--- src/rtl/rxf_pkg.sv ---
package rxf_pkg;
  typedef struct packed {
    logic full_near;
    logic empty_near;
  } rxf_flags_t;
endpackage

--- src/rtl/rxf_store.sv ---
module rxf_store #(
  parameter int DEPTH = 512,
  parameter int DW    = 8,
  localparam int AW   = $clog2(DEPTH),
  localparam int CW   = $clog2(DEPTH + 1)
) (
  input  logic          clk,
  input  logic          rst,
  input  logic          wr_valid,
  input  logic [DW-1:0] wr_data,
  output logic          wr_ready,
  output logic          wr_overflow,
  input  logic          rd_ready,
  output logic          rd_valid,
  output logic [DW-1:0] rd_data,
  output logic [CW-1:0] count
);
  logic [DW-1:0] mem [DEPTH];
  logic [AW-1:0] wp, rp;
  logic push, pop, full, empty;

  assign full     = (count == CW'(DEPTH));
  assign empty    = (count == '0);
  assign wr_ready = !full;
  assign rd_valid = !empty;
  assign push     = wr_valid && !full;
  assign pop      = rd_ready && !empty;
  assign rd_data  = mem[rp];

  always_ff @(posedge clk) begin
    if (push) mem[wp] <= wr_data;
  end

  always_ff @(posedge clk) begin
    if (rst) begin
      wp          <= '0;
      rp          <= '0;
      count       <= '0;
      wr_overflow <= 1'b0;
    end else begin
      wr_overflow <= wr_valid && full;
      if (push) wp <= (wp == AW'(DEPTH - 1)) ? '0 : wp + 1'b1;
      if (pop)  rp <= (rp == AW'(DEPTH - 1)) ? '0 : rp + 1'b1;
      case ({push, pop})
        2'b10:   count <= count + 1'b1;
        2'b01:   count <= count - 1'b1;
        default: count <= count;
      endcase
    end
  end

  AST_FULL_HOLDS: assert property (@(posedge clk) disable iff (rst)
    (!wr_ready && !(rd_ready && rd_valid)) |=> !wr_ready);
  AST_EMPTY_HOLDS: assert property (@(posedge clk) disable iff (rst)
    (!rd_valid && !wr_valid) |=> !rd_valid);
  AST_COUNT_RANGE: assert property (@(posedge clk) disable iff (rst)
    count <= CW'(DEPTH));
endmodule

--- src/rtl/rxf_level.sv ---
module rxf_level #(
  parameter int DEPTH      = 512,
  parameter int CELL_BYTES = 53,
  parameter int LW         = 6,
  localparam int CW        = $clog2(DEPTH + 1)
) (
  input  logic          clk,
  input  logic          rst,
  input  logic [CW-1:0] count,
  input  logic          cell_mode,
  input  logic [LW-1:0] ae_level,
  input  logic [LW-1:0] af_level,
  output rxf_pkg::rxf_flags_t flags
);
  logic [CW-1:0] free_b, ae_thr, af_thr, cells;
  logic pkt_ae, pkt_af, cell_ae;

  assign free_b  = CW'(DEPTH) - count;
  assign ae_thr  = CW'({ae_level, 2'b00});
  assign af_thr  = CW'({af_level, 2'b00});
  assign cells   = count / CW'(CELL_BYTES);
  assign pkt_ae  = (count <= ae_thr);
  assign pkt_af  = (free_b <= af_thr);
  assign cell_ae = (cells <= CW'(ae_level[1:0]));

  always_ff @(posedge clk) begin
    if (rst) begin
      flags.empty_near <= 1'b1;
      flags.full_near  <= 1'b0;
    end else if (cell_mode) begin
      flags.empty_near <= cell_ae;
      flags.full_near  <= 1'b0;
    end else begin
      flags.empty_near <= pkt_ae;
      flags.full_near  <= pkt_af;
    end
  end

  AST_CELL_NO_AF: assert property (@(posedge clk) disable iff (rst)
    cell_mode |=> !flags.full_near);
endmodule

--- src/rtl/rxf_poll.sv ---
module rxf_poll #(
  parameter int PAW = 5
) (
  input  logic           clk,
  input  logic           rst,
  input  logic [PAW-1:0] port_id,
  input  logic           lvl2_mode,
  input  logic [PAW-1:0] poll_addr,
  input  rxf_pkg::rxf_flags_t flags,
  output logic [1:0]     poll_status
);
  logic disabled, hit;

  assign disabled = lvl2_mode && (port_id == '1);
  assign hit      = (poll_addr == port_id) && !disabled;

  always_ff @(posedge clk) begin
    if (rst)      poll_status <= 2'b00;
    else if (hit) poll_status <= flags;
    else          poll_status <= 2'b00;
  end

  AST_POLL_MISS: assert property (@(posedge clk) disable iff (rst)
    (poll_addr != port_id) |=> (poll_status == 2'b00));
  AST_PORT_OFF: assert property (@(posedge clk) disable iff (rst)
    (lvl2_mode && port_id == '1) |=> (poll_status == 2'b00));
endmodule

--- src/rtl/rxf_poll_top.sv ---
module rxf_poll_top #(
  parameter int DEPTH      = 512,
  parameter int DW         = 8,
  parameter int CELL_BYTES = 53,
  parameter int LW         = 6,
  parameter int PAW        = 5,
  localparam int CW        = $clog2(DEPTH + 1)
) (
  input  logic           clk,
  input  logic           rst,
  input  logic           wr_valid,
  input  logic [DW-1:0]  wr_data,
  output logic           wr_ready,
  output logic           wr_overflow,
  input  logic           rd_ready,
  output logic           rd_valid,
  output logic [DW-1:0]  rd_data,
  input  logic           cell_mode,
  input  logic [LW-1:0]  ae_level,
  input  logic [LW-1:0]  af_level,
  input  logic [PAW-1:0] port_id,
  input  logic           lvl2_mode,
  input  logic [PAW-1:0] poll_addr,
  output logic [1:0]     poll_status,
  output logic           almost_empty,
  output logic           almost_full
);
  logic [CW-1:0] count;
  rxf_pkg::rxf_flags_t flags;

  rxf_store #(.DEPTH(DEPTH), .DW(DW)) u_store (
    .clk(clk), .rst(rst), .wr_valid(wr_valid), .wr_data(wr_data),
    .wr_ready(wr_ready), .wr_overflow(wr_overflow), .rd_ready(rd_ready),
    .rd_valid(rd_valid), .rd_data(rd_data), .count(count));

  rxf_level #(.DEPTH(DEPTH), .CELL_BYTES(CELL_BYTES), .LW(LW)) u_level (
    .clk(clk), .rst(rst), .count(count), .cell_mode(cell_mode),
    .ae_level(ae_level), .af_level(af_level), .flags(flags));

  rxf_poll #(.PAW(PAW)) u_poll (
    .clk(clk), .rst(rst), .port_id(port_id), .lvl2_mode(lvl2_mode),
    .poll_addr(poll_addr), .flags(flags), .poll_status(poll_status));

  assign almost_empty = flags.empty_near;
  assign almost_full  = flags.full_near;

  AST_RESET_FLAGS: assert property (@(posedge clk)
    rst |=> (almost_empty && !almost_full && !wr_overflow && poll_status == 2'b00));
endmodule

--- config.mk ---
export PLATFORM = sky130hd
export DESIGN_NAME = rxf_poll_top
export DESIGN_NICKNAME = d
export VERILOG_FILES = /design/src/rtl/rxf_pkg.sv /design/src/rtl/rxf_store.sv /design/src/rtl/rxf_level.sv /design/src/rtl/rxf_poll.sv /design/src/rtl/rxf_poll_top.sv
export SDC_FILE = /design/constraint.sdc
export NUM_CORES = 2
export LEC_CHECK = 0
export BUFFER_PORTS_ARGS = -buffer_cell sky130_fd_sc_hd__buf_2
export CORE_MARGIN = 4
export CORE_UTILIZATION = 50
export CTS_CLUSTER_DIAMETER = 30
export DETAILED_ROUTE_END_ITERATION = 8
export GPL_TIMING_DRIVEN = 0
export PLACE_DENSITY_LB_ADDON = 0.3
export SYNTH_ARGS = -nofsm -noshare
export SYNTH_HDL_FRONTEND = slang
export SYNTH_SLANG_ARGS = --single-unit
--- constraint.sdc ---
create_clock -name clk -period 9.74 [get_ports clk]
set_input_delay 2.435 -clock clk [delete_from_list [all_inputs] [get_ports clk]]
set_output_delay 2.435 -clock clk [all_outputs]
set_load 0.01 [all_outputs]
# Word-level counts from Yosys, hierarchy flattened
# Memories as Yosys holds them, arrays and structs flattened. A register that Yosys moved wholly into a read port is not among the register bits.
# Index checks and enable logic that the tools add are counted.
[word_totals]
out_inout_bits = 15
mem_bits_rw = 4096
inputBits = 36
mem_count = 1
ff_bits = 33
rom_bits = 0
elab_cells = 45
latch_bits = 0
[mem_list]
columns = ["name", "depth", "width", "read_ports", "rd_clocked_by_memory_dff", "write_ports", "line_no", "source"]
rows = [
  ["u_store.mem", 512, 8, 1, 1, 1, "rxf_store.sv:18", "logic [DW-1:0] mem [DEPTH];"],
]
[op_classes]
n_mul = 0
n_reduce_logical = 12
div = 1
bitwise_logic = 1
order_cmp = 3
eq_ne = 7
addsub = 5
n_shift = 0
mux = 8
[ops]
columns = ["op", "count"]
rows = [
  ["9-bit two-way mux", 4],
  ["10-bit by 8-bit less-or-equal comparator with 1-bit output", 2],
  ["10-bit case mux with 2 select lines", 1],
  ["9-bit by 1-bit adder with 9-bit output, second input constant", 2],
  ["9-bit == test, second input constant", 2],
  ["10-bit by 1-bit adder with 10-bit output, second input constant", 1],
  ["10-bit by 6-bit divider with 10-bit output, second input constant", 1],
  ["10-bit == test, second input constant", 1],
  ["10-bit by 2-bit less-or-equal comparator with 1-bit output", 1],
  ["10-bit logical NOT", 1],
  ["10-bit by 1-bit subtractor with 10-bit output, second input constant", 1],
  ["10-bit subtractor, first input constant", 1],
  ["5-bit == test", 1],
  ["5-bit == test, second input constant", 1],
  ["1-bit logical AND", 5],
  ["2-bit OR reduction", 2],
  ["1-bit logical NOT", 3],
  ["1-bit two-way mux", 3],
  ["2-bit by 1-bit == test with 1-bit output, second input constant", 1],
  ["2-bit == test, second input constant", 1],
  ["2-bit nonzero test", 1],
  ["1-bit inverter", 1],
]

# Depth between registers and ports, before layout
[depth]
depth_word = 6
ltp_mapped = 24
mapped_depth_nobuf = 23

# Modules after synthesis
# Synthesis repeated with hierarchy kept, for this count alone.
[hier_totals]
hier_cells = 8598
hier_area_um2 = 165339.8
[modules_own_cells]
columns = ["module", "area_per_inst_um2", "cells_each", "instances"]
rows = [
  ["rxf_store", 163576.9, 8364, 1],
  ["rxf_level", 1595.3, 219, 1],
  ["rxf_poll", 167.7, 15, 1],
]

# Worst setup path before layout
# No wires, ideal clock.
[synth_timing]
kind = "reg-to-output"
startpoint = "register with a tool-made name"
endpoint = "output rd_data[0]"
t_arrival_ps = 3414
path_stages_with_launch = 9
path_slack_ps = 3891
path_cell_list = "dfxtp_1 clkbuf_1 buf_2 buf_1 mux4_2 mux4_2 mux4_2 mux4_2 mux2_2"
[synth_rtl]
columns = ["item", "line_no", "source"]
rows = [
  ["end, declared", "rxf_poll_top.sv:17", "output logic [DW-1:0] rd_data,"],
]

==> out/metrics.yaml <==
status: "complete, but fails checks"
violations: "max-capacitance violations, max-slew violations"
synth.cell_area_um2: 160900
cts_root_buf: "clkbuf_16"
syn-num-nets: 6952
instances_no_fill: 12570
dieHeight_um: 575.4
synth-edff-count: 4096
cp.required_ns: 7.31
clock_skew_ns: 0.05748
grt_max_degree: 149
drt-initial-drc-count: 13108
grt_pass1_wl_mm: 633.9
arrival_ns: 6.98
grt_pass1_vias: 81010
htree_levels: 6
die_w_um: 575.4
cap_violations: 5
first_pass_iters: 7
avgSynthCellArea_um2: 23.38
postRouteAntennaNets: 0
worst_setup_path_end_kind: "primary output"
finalSetupViolCount: 0
yosysTopAreaCell: "edfxtp_1"
period_share: 0.9671
rsz0062_at_grt: "no"
nNetsFinal: 7728
worst_pin_slew_ns: 1.601
hpwl_mm: 294.0
area_growth_pct: 19.06
seq_area_frac_synth: 0.7694
synthFlopType: "edfxtp_1"
cp-start-kind: "flip-flop"
cts_setup_buffers: 0
drt-total-wl_mm: 455.6
cts_resized: 0
avgViaCountPerCell: 6.473
slew_headroom: -0.06948
pin_count: 51
synth_cell_types: 64
crit_type: "reg2out"
synth_seq_cells: 4138
min_period_ns: 9.420
hold_path_class: "reg2reg"
grt_antenna_before_repair: 43
clk_path_buf_depth: 4
p_leak_nw: 58.86
vdd.ir_drop.worst_mv: 0.2214
ys.warnings.count: 0
row_count: 208
synthArstFlopShare: 0
num_vias: 81365
die_area_um2: 331000
track_usage: 0.2740
clkTransAtPathRegs_ns: 0.05
place_inst: 11286
wl_per_cell_um: 36.24
drive_gt1_frac: 0.3348
synth_area_leaders: "edfxtp_1 76%, mux4_2 19%, nor2_1 1.3%"
timing.fmax_mhz: 106.2
drc: 0
cts_tree: "done"
place_congestion: 0.9001
powerDensity_nw_per_um2: 273.0
cts.sinks: 4138
start_util: 0.5016
crit_fanout: 10
coreArea_um2: 320900
synth_top_area_frac: 0.7642
synthCells: 6883
io_buffers: 49
design_area_um2: 191600
cts_hold_buffers: 0
placed_area_um2: 168000
slew_violations: 31
holdPathStages: 1
clk_latency_ns: 1.08
hold_viol: 0
r2r_cells: 20
overflow: 0
cts_buffers: 674
## cells in the final DEF (no fill, tap or decap), types with 9 or more instances in the layout
| cell | Yosys | routed |
|---|---|---|
| diode_2 | 0 | 30 |
| xnor2_1 | 19 | 19 |
| clkinv_4 | 0 | 60 |
| dfxtp_1 | 42 | 42 |
| clkbuf_2 | 0 | 74 |
| nand2_1 | 76 | 76 |
| inv_6 | 0 | 75 |
| buf_1 | 65 | 55 |
| inv_1 | 27 | 27 |
| clkbuf_16 | 0 | 681 |
| inv_16 | 0 | 14 |
| clkinvlp_4 | 0 | 76 |
| nand3_1 | 14 | 14 |
| edfxtp_1 | 4096 | 4096 |
| clkinv_16 | 0 | 14 |
| mux4_2 | 1360 | 1360 |
| clkinv_2 | 0 | 82 |
| clkbuf_1 | 279 | 263 |
| nor3_1 | 10 | 10 |
| clkinv_1 | 0 | 71 |
| o21ai_0 | 20 | 20 |
| a21o_1 | 13 | 13 |
| ha_1 | 32 | 32 |
| nor2b_1 | 9 | 9 |
| a21oi_1 | 42 | 42 |
| bufinv_16 | 0 | 88 |
| buf_8 | 0 | 11 |
| buf_16 | 0 | 37 |
| nor2_1 | 566 | 564 |
| clkinv_8 | 0 | 19 |
| buf_12 | 0 | 10 |
| buf_2 | 69 | 118 |
| xor2_1 | 16 | 16 |
| inv_8 | 0 | 14 |
## through the flow
| step | power, W | worst slack (ns) | hold WS (ns) | util | TNS (ns) |
|---|---|---|---|---|---|
| 2_1_floorplan | 0.02487 | 3.891 | 0.4692 | - | 0 |
| 3_3_place_gp | 0.02815 | -1.251 | 0.4652 | 0.5191 | -3798.84 |
| 3_5_place_dp | 0.02818 | 1.565 | 0.4689 | 0.5235 | 0 |
| 4_1_cts | 0.05236 | 0.4244 | 0.4773 | 0.5968 | 0 |
| 5_1_grt | 0.05360 | 0.4124 | 0.4842 | 0.5970 | 0 |
| 6_report | 0.05232 | 0.3203 | 0.4707 | 0.5972 | 0 |
## per-layer routing
layer	vias to the layer above	part of all wire	track usage
met3	987	0.12	0.07486
met1	43228	0.36	0.3769
li1	31219	-	-
met5	-	0.000029	0
met2	5929	0.46	0.4117
met4	2	0.053	0.1304
## cell usage after synthesis, drive strengths merged (19+ instances only)
library cell,number
a21oi,43
buf,136
clkbuf,279
dfxtp,42
edfxtp,4096
ha,32
inv,28
mux4,1360
nand2,76
nor2,566
o21ai,20
xnor2,19
## cell families after synthesis
kind of cell    Yosys count  share of synthesized area
flops                  4138                     0.7694
mux                    1372                     0.1911
simple gates            729                    0.01852
buf+inv                 443                    0.01096
compound gates          131                   0.005333
xor+xnor                 35                   0.001905
fa+ha+maj                35                   0.002736
## layout make-up
class	instances	area, µm²
Fill cell	21725	129300
Sequential cell	4138	123800
Multi-Input combinational cell	2302	35360
Clock buffer	737	17250
Clock inverter	515	6252
Tap cell	4305	5386
Buffer	415	1762
Timing Repair Buffer	100	1600
Inverter	28	105.1
Antenna cell	30	75.07
## worst paths after layout
kind                                  from                          endpoint  slack [ns]
min reg2reg    u_level.flags[1]$_SDFF_PP0_  u_poll.poll_status[1]$_SDFF_PP0_        0.47
min            u_level.flags[1]$_SDFF_PP0_  u_poll.poll_status[1]$_SDFF_PP0_        0.47
max reg2reg  u_store.count[5]$_SDFFE_PP0P_       u_level.flags[0]$_SDFF_PP1_        3.59
max                              flip-flop                        rd_data[5]        0.32
## report_power, final
| group | internal [W] | total, W | switching, W |
|---|---|---|---|
| Clock | 0.0154 | 0.0243 | 0.00897 |
| Combinational | 0.00345 | 0.00831 | 0.00486 |
| Sequential | 0.0196 | 0.0197 | 0.0000335 |
| Total | 0.0385 | 0.0523 | 0.0139 |
## flip-flops by register name (all words and copies together) (netlist names), named ones only
name / flops
u_store.wp: 9
u_store.wr_overflow: 1
u_store.count: 10
u_store.mem: 4096
u_store.rp: 9
u_poll.poll_status: 2
u_level.flags: 2
## worst max-delay path, stage by stage, from the launching register on
cell and delay [ns]:
dfxtp_1 0.30, clkbuf_1 0.31, clkbuf_1 0.56, clkbuf_2 0.83, clkbuf_1 1.16, mux4_2 0.47
mux4_2 0.47, mux4_2 0.62, mux4_2 0.57, mux2_2 0.41, buf_2 0.18
No activity file was read; power rests on OpenSTA's default activity.
